--- config.mk ---
export PLATFORM = sky130hd
export DESIGN_NAME = splitq_sched
export DESIGN_NICKNAME = d
export VERILOG_FILES = /design/src/rtl/splitq_pkg.sv /design/src/rtl/splitq_store.sv /design/src/rtl/splitq_pick.sv /design/src/rtl/splitq_sched.sv
export SDC_FILE = /design/constraint.sdc
export NUM_CORES = 1
export LEC_CHECK = 0
export ABC_CLOCK_PERIOD_IN_PS = 9060
export BUFFER_PORTS_ARGS = -buffer_cell sky130_fd_sc_hd__buf_2
export CORE_MARGIN = 4
export CORE_UTILIZATION = 43
export CTS_CLUSTER_DIAMETER = 150
export CTS_CLUSTER_SIZE = 14
export DETAILED_ROUTE_END_ITERATION = 16
export SLEW_MARGIN = 20
export SYNTH_ARGS = -nofsm -noshare
export SYNTH_HDL_FRONTEND = slang
export SYNTH_SLANG_ARGS = --single-unit
--- constraint.sdc ---
create_clock -name clk -period 9.06 [get_ports clk]
set_input_delay 0.906 -clock clk [delete_from_list [all_inputs] [get_ports clk]]
set_output_delay 0.906 -clock clk [all_outputs]
set_load 0.05 [all_outputs]
--- src/rtl/splitq_pkg.sv ---
package splitq_pkg;

    localparam int ADDR_W = 32;
    localparam int OFS_W  = 3;
    localparam int LEN_W  = 3;

    typedef enum logic [3:0] {
        CMD_READ  = 4'b0000,
        CMD_WRITE = 4'b0100,
        CMD_FLUSH = 4'b1010,
        CMD_FENCE = 4'b1100
    } cmd_e;

    typedef enum logic [1:0] {
        SEL_NONE,
        SEL_FENCE,
        SEL_READ,
        SEL_WRITE
    } sel_e;

    localparam logic [2:0] ST_READ  = 3'b000;
    localparam logic [2:0] ST_WRITE = 3'b010;
    localparam logic [2:0] ST_IDLE  = 3'b111;

    typedef struct packed {
        cmd_e                     cmd;
        logic [ADDR_W-OFS_W-1:0]  line;
        logic [LEN_W-1:0]         len;
    } entry_t;

    function automatic logic cmd_known(logic [3:0] c);
        return (c == 4'b0000) || (c == 4'b0100) || (c == 4'b1010) || (c == 4'b1100);
    endfunction

    function automatic logic read_class(cmd_e c);
        return (c == CMD_READ) || (c == CMD_FLUSH);
    endfunction

endpackage

--- src/rtl/splitq_store.sv ---
module splitq_store
    import splitq_pkg::*;
#(
    parameter int  DEPTH = 8,
    localparam int IDX_W = $clog2(DEPTH),
    localparam int CNT_W = $clog2(DEPTH + 1)
) (
    input  logic              clk,
    input  logic              rst,
    input  logic              push,
    input  entry_t            push_ent,
    input  logic              pop,
    input  logic [IDX_W-1:0]  pop_idx,
    output entry_t            slots [DEPTH],
    output logic [CNT_W-1:0]  occ
);

    localparam logic [CNT_W-1:0] ONE = CNT_W'(1);

    entry_t           nxt [DEPTH];
    logic [CNT_W-1:0] n;

    // Compacting store: index 0 is always the oldest entry.
    always_comb begin
        nxt = slots;
        n   = occ;
        if (pop) begin
            for (int i = 0; i < DEPTH - 1; i++) begin
                if (i >= int'(pop_idx)) nxt[i] = slots[i+1];
            end
            n = occ - ONE;
        end
        if (push) begin
            for (int i = 0; i < DEPTH; i++) begin
                if (i == int'(n)) nxt[i] = push_ent;
            end
            n = n + ONE;
        end
    end

    always_ff @(posedge clk) begin
        if (rst) begin
            occ <= '0;
        end else begin
            occ   <= n;
            slots <= nxt;
        end
    end

    assert_swap_keeps_occ_R10: assert property (@(posedge clk) disable iff (rst)
        (push && pop) |=> (occ == $past(occ)))
        else $error("occupancy changed on simultaneous accept and issue");

    assert_no_pop_empty_R6: assert property (@(posedge clk) disable iff (rst)
        pop |-> (occ != '0))
        else $error("entry removed from empty store");

endmodule

--- src/rtl/splitq_pick.sv ---
module splitq_pick
    import splitq_pkg::*;
#(
    parameter int  DEPTH = 8,
    localparam int IDX_W = $clog2(DEPTH),
    localparam int CNT_W = $clog2(DEPTH + 1)
) (
    input  logic              clk,
    input  logic              rst,
    input  cmd_e              cmds [DEPTH],
    input  logic [CNT_W-1:0]  occ,
    input  logic              rd_ready,
    output sel_e              sel,
    output logic [IDX_W-1:0]  sel_idx
);

    logic             blocked, rd_hit, wr_hit, rd_go;
    logic [IDX_W-1:0] rd_at, wr_at;

    always_comb begin
        blocked = 1'b0;
        rd_hit  = 1'b0;
        wr_hit  = 1'b0;
        rd_at   = '0;
        wr_at   = '0;
        // Only entries older than the first fence are candidates.
        for (int i = 0; i < DEPTH; i++) begin
            if (i < int'(occ) && !blocked) begin
                if (cmds[i] == CMD_FENCE) begin
                    blocked = 1'b1;
                end else if (read_class(cmds[i])) begin
                    if (!rd_hit) begin
                        rd_hit = 1'b1;
                        rd_at  = IDX_W'(i);
                    end
                end else if (!wr_hit) begin
                    wr_hit = 1'b1;
                    wr_at  = IDX_W'(i);
                end
            end
        end
        rd_go   = rd_hit && ((cmds[rd_at] == CMD_FLUSH) || rd_ready);
        sel     = SEL_NONE;
        sel_idx = '0;
        if (occ != '0 && cmds[0] == CMD_FENCE) begin
            sel = SEL_FENCE;
        end else if (rd_go && (!wr_hit || rd_at < wr_at)) begin
            sel     = SEL_READ;
            sel_idx = rd_at;
        end else if (wr_hit) begin
            sel     = SEL_WRITE;
            sel_idx = wr_at;
        end
    end

    assert_read_needs_data_R6: assert property (@(posedge clk) disable iff (rst)
        (sel == SEL_READ && cmds[sel_idx] == CMD_READ) |-> rd_ready)
        else $error("read issued without memory data");

endmodule

--- src/rtl/splitq_sched.sv ---
module splitq_sched
    import splitq_pkg::*;
#(
    parameter int  DEPTH = 8,
    localparam int IDX_W = $clog2(DEPTH),
    localparam int CNT_W = $clog2(DEPTH + 1)
) (
    input  logic              clk,
    input  logic              rst,
    input  logic [CNT_W-1:0]  cfg_depth,
    input  logic              req_valid,
    input  logic [3:0]        req_cmd,
    input  logic [ADDR_W-1:0] req_addr,
    input  logic [LEN_W-1:0]  req_len,
    input  logic              rd_ready,
    output logic              q_full,
    output logic              q_overflow,
    output logic              gnt_valid,
    output logic [2:0]        gnt_st,
    output logic [ADDR_W-1:0] gnt_addr,
    output logic [LEN_W-1:0]  gnt_len,
    output logic              gnt_dummy
);

    entry_t           slots [DEPTH];
    cmd_e             cmds  [DEPTH];
    logic [CNT_W-1:0] occ, limit;
    logic             known, accept;
    entry_t           in_ent;
    sel_e             sel;
    logic [IDX_W-1:0] sel_idx;
    entry_t           head;

    assign limit  = (cfg_depth > CNT_W'(DEPTH)) ? CNT_W'(DEPTH) : cfg_depth;
    assign q_full = (occ >= limit);
    assign known  = cmd_known(req_cmd);
    assign accept = req_valid && known && !q_full;

    always_comb begin
        in_ent.cmd  = cmd_e'(req_cmd);
        in_ent.line = (ADDR_W-OFS_W)'(req_addr >> OFS_W);
        in_ent.len  = req_len;
    end

    for (genvar g = 0; g < DEPTH; g++) begin : g_cmd
        assign cmds[g] = slots[g].cmd;
    end

    splitq_store #(.DEPTH(DEPTH)) u_store (
        .clk      (clk),
        .rst      (rst),
        .push     (accept),
        .push_ent (in_ent),
        .pop      (sel != SEL_NONE),
        .pop_idx  (sel_idx),
        .slots    (slots),
        .occ      (occ)
    );

    splitq_pick #(.DEPTH(DEPTH)) u_pick (
        .clk      (clk),
        .rst      (rst),
        .cmds     (cmds),
        .occ      (occ),
        .rd_ready (rd_ready),
        .sel      (sel),
        .sel_idx  (sel_idx)
    );

    assign head = slots[sel_idx];

    always_ff @(posedge clk) begin
        if (rst) begin
            q_overflow <= 1'b0;
        end else if (req_valid && known && q_full) begin
            q_overflow <= 1'b1;
        end
    end

    always_ff @(posedge clk) begin
        if (rst) begin
            gnt_valid <= 1'b0;
            gnt_st    <= ST_IDLE;
            gnt_addr  <= '0;
            gnt_len   <= '0;
            gnt_dummy <= 1'b0;
        end else begin
            gnt_valid <= 1'b0;
            gnt_st    <= ST_IDLE;
            gnt_addr  <= '0;
            gnt_len   <= '0;
            gnt_dummy <= 1'b0;
            if (sel == SEL_READ || sel == SEL_WRITE) begin
                gnt_valid <= 1'b1;
                gnt_st    <= (sel == SEL_READ) ? ST_READ : ST_WRITE;
                if (head.cmd == CMD_FLUSH) begin
                    gnt_dummy <= 1'b1;
                end else begin
                    gnt_addr <= {head.line, {OFS_W{1'b0}}};
                    gnt_len  <= head.len;
                end
            end
        end
    end

    assert_occ_limit_R3: assert property (@(posedge clk) disable iff (rst)
        occ <= limit)
        else $error("occupancy above configured limit");

    assert_overflow_sticky_R4: assert property (@(posedge clk) disable iff (rst)
        q_overflow |=> q_overflow)
        else $error("overflow flag cleared without reset");

    assert_status_code_R5: assert property (@(posedge clk) disable iff (rst)
        gnt_valid |-> (gnt_st == ST_READ || gnt_st == ST_WRITE))
        else $error("grant with illegal status");

    assert_idle_code_R5: assert property (@(posedge clk) disable iff (rst)
        !gnt_valid |-> (gnt_st == ST_IDLE))
        else $error("idle status missing");

    assert_aligned_R5: assert property (@(posedge clk) disable iff (rst)
        gnt_valid |-> (gnt_addr[OFS_W-1:0] == '0))
        else $error("grant address not aligned");

    assert_dummy_form_R9: assert property (@(posedge clk) disable iff (rst)
        gnt_dummy |-> (gnt_valid && gnt_st == ST_READ && gnt_len == '0 && gnt_addr == '0))
        else $error("malformed flush completion");

endmodule

==> results_dict.tcl <==
set metrics [dict create \
    maxCapViolCount 0 \
    first_global_vias 13900 \
    cp_num_buf_inv 3 \
    h-tree-depth 1 \
    critPathTopFamily "compound AO/OA/AOI/OAI gates" \
    synth-seq-cells 329 \
    synthArstFlopShare_pct 0 \
    synth_area_um2 19900 \
    required_ns 9.39 \
    layout_common_cells "edfxtp_1 (288), nand2_1 (253), mux2_2 (223)" \
    fp.coreArea_um2 45600 \
    fillers 4146 \
    dr.pass1.iters 5 \
    crit_slowest_cell "a21oi_4" \
    holdCritPathClass "reg -> reg" \
    root_buffer "clkbuf_16" \
    grt_max_degree 127 \
    path_class "reg -> reg" \
    synth_area_per_cell_um2 11.4 \
    end_kind "flip-flop" \
    dieArea_um2 49700 \
    synth_edf_count 288 \
    viasPerCell 6.05 \
    layout-drive-gt1-share_pct 25.3 \
    seq_area_frac_synth_pct 47.6 \
    wl_mm 55.5 \
    area_delta_synth_final_pct 7.92 \
    fin_crit_ns 6.95 \
    worstPathArrival_ns 7.29 \
    setup_tns_ns 0 \
    finalClockSkew_ns 0.0242 \
    io_pins 89 \
    clockBufferDepth 3 \
    gr-total-overflow 0 \
    postCtsSetupBuffers 0 \
    finalCritPeriodShare_pct 76.8 \
    cts_tree "yes" \
    worst_pin_slew_ns 1.07 \
    yosysWarningCount 0 \
    ant_nets 0 \
    max-slew-margin-rel_pct 28.4 \
    synth_flop_cell "edfxtp_1" \
    syn_inst 1741 \
    setup_viol 0 \
    min_to "q_overflow$_SDFFE_PP0P_" \
    die_y_um 223 \
    reg2reg_to "u_store.slots[192]$_DFFE_PN_" \
    rr_worst_depth 17 \
    start_kind "flip-flop" \
    cts.sinks 329 \
    min_from "q_overflow$_SDFFE_PP0P_" \
    fin_nets 1800 \
    ctsResizeCount 0 \
    grt_use_total_pct 21.4 \
    max_freq_mhz 144 \
    wl_per_cell_um 23.5 \
    dp_hpwl_mm 29.7 \
    final_max_slew_viol_count 0 \
    rr_startpoint "u_store.occ[0]$_SDFF_PP0_" \
    grt_pass1_wl_mm 84.5 \
    regToRegSetupSlack_ns 2.11 \
    insertion_delay_ns 0.59 \
    numPortBuffers 82 \
    clk_pin_slew_worst_paths_ns 0.08 \
    max_stage_delay_ns 0.88 \
    hold_viol 0 \
    die_w_um 223 \
    ys_types 88 \
    holdBufCountCts 0 \
    std_cell_rows 78 \
    status "completed" \
    antenna_found_initial 3 \
    drc 0 \
    routabilityCongestion 0.838 \
    vias 14300 \
    final_common_cell "edfxtp_1" \
    cp.depth 17 \
    crit_chain "clkinv_1 > ha_1 > or3b_4 > and2_1 > a21oi_1 > or4b_4 > a21o_1 > ha_1 > o2111ai_1 > a41o_2 > nand4b_1 > a32oi_4 > buf_4 > a21oi_4 > buf_4 > mux2_2 > mux2_2" \
    hold_depth 2 \
    cp_max_fo 26 \
    drtIter0Drc 1181 \
    start_util_pct 43.6 \
    rsz0062_at_grt "no" \
    cts_buffers 27 \
]
-- flip-flops by register name (all words and copies together) (netlist names) --
name,cells
gnt_len,3
q_overflow,1
u_store.occ,4
gnt_addr,29
gnt_dummy,1
gnt_valid,1
gnt_st,2
u_store.slots,288
-- how the worst max path moves through the flow --
stage | from | end | slack [ns]
finish | u_store.occ[0]$_SDFF_PP0_ | u_store.slots[192]$_DFFE_PN_ | 2.11
global route | u_store.occ[0]$_SDFF_PP0_ | u_store.slots[183]$_DFFE_PN_ | 1.82
floorplan | rst | u_store.slots[100]$_DFFE_PN_ | 2.53
detailed placement | u_store.occ[0]$_SDFF_PP0_ | u_store.slots[192]$_DFFE_PN_ | 2.15
CTS | u_store.occ[0]$_SDFF_PP0_ | u_store.slots[183]$_DFFE_PN_ | 2.11
global placement | u_store.occ[0]$_SDFF_PP0_ | u_store.slots[187]$_DFFE_PN_ | 2.22
-- final cells by class --
| type | instances | area, µm² | share of cell area, % |
|---|---|---|---|
| Inverter | 12 | 52.6 | 0.245 |
| Timing Repair Buffer | 111 | 628 | 2.93 |
| Clock buffer | 48 | 754 | 3.52 |
| Tap cell | 600 | 751 | 3.50 |
| Sequential cell | 329 | 9470 | 44.1 |
| Clock inverter | 2 | 28.8 | 0.134 |
| Antenna cell | 1 | 2.50 | 0.0117 |
| Multi-Input combinational cell | 1262 | 9770 | 45.5 |
-- cells by family (layout without fill, tap and decap cells) --
group,after synthesis,in the layout,share of synthesized area [%]
buf+inv,152,173,3.81
other cells,1,4,0.0189
compound gates,356,356,14.4
fa+ha+maj,10,10,0.629
simple gates,511,511,12.6
xor+xnor,19,19,0.837
flops,329,329,47.6
mux,363,363,20.1
-- metrics by stage --
| step | cells | hold WS, ns | setup WS, ns | instance area, µm² | util, % |
|---|---|---|---|---|---|
| after floorplan | 1743 | 0.599 | 2.53 | 19900 | - |
| after global placement | 2314 | 0.450 | 2.22 | 20700 | 45.4 |
| after detailed placement | 2314 | 0.466 | 2.15 | 20700 | 45.4 |
| after CTS | 2364 | 0.476 | 2.11 | 21500 | 47.1 |
| after global routing | 2364 | 0.497 | 1.82 | 21500 | 47.1 |
| final | 2365 | 0.479 | 2.11 | 21500 | 47.1 |
-- worst reg2reg max path, stage by stage, from the launching register on --
cell and delay [ns]:
dfxtp_1 0.51, clkinv_1 0.35, ha_1 0.35, or3b_4 0.26, and2_1 0.40, a21oi_1 0.16, or4b_4 0.56, a21o_1 0.26
ha_1 0.37, o2111ai_1 0.14, a41o_2 0.35, nand4b_1 0.20, a32oi_4 0.35, buf_4 0.45, a21oi_4 0.89, buf_4 0.46
mux2_2 0.38, mux2_2 0.27
-- metal layers --
layer / routed length [µm] / up-vias / global-route usage, % / share of wire, %
met5: 41 / - / 0 / 0.074
li1: - / 6636 / - / -
met4: 1070 / 6 / 4.41 / 1.9
met1: 25300 / 7208 / 29.9 / 46
met2: 26500 / 400 / 36.3 / 48
met3: 2660 / 68 / 2.25 / 4.8
-- synthesized netlist by cell type (all sizes together) (2+ instances only) --
| master | n | area share (%) |
|---|---|---|
| a211o | 2 | 0.088 |
| a211oi | 104 | 4.7 |
| a21o | 4 | 0.15 |
| a21oi | 52 | 1.4 |
| a2bb2oi | 3 | 0.13 |
| a311o | 65 | 3.3 |
| a311oi | 2 | 0.12 |
| a31oi | 41 | 1.3 |
| a32oi | 3 | 0.36 |
| and2 | 5 | 0.16 |
| and3 | 11 | 0.35 |
| and4bb | 6 | 0.38 |
| buf | 69 | 2.2 |
| clkbuf | 71 | 1.3 |
| dfxtp | 41 | 4.1 |
| edfxtp | 288 | 43 |
| ha | 10 | 0.63 |
| inv | 11 | 0.21 |
| mux2 | 283 | 16 |
| mux2i | 80 | 4.0 |
| nand2 | 256 | 4.9 |
| nand2b | 6 | 0.19 |
| nand3 | 13 | 0.47 |
| nand3b | 3 | 0.18 |
| nand4 | 2 | 0.063 |
| nand4bb | 2 | 0.11 |
| nor2 | 107 | 2.0 |
| nor2b | 7 | 0.22 |
| nor3 | 7 | 0.18 |
| nor3b | 69 | 2.7 |
| nor4 | 2 | 0.14 |
| nor4bb | 2 | 0.10 |
| o2111ai | 5 | 0.31 |
| o211ai | 8 | 0.35 |
| o21a | 2 | 0.075 |
| o21ai | 49 | 1.3 |
| o221a | 2 | 0.11 |
| or2 | 4 | 0.14 |
| or3 | 4 | 0.13 |
| xnor2 | 15 | 0.66 |
| xor2 | 4 | 0.18 |
Power is left out: the tool's default activity adds up to more than one toggle a clock period on the data nets, which glitch-free logic cannot reach.
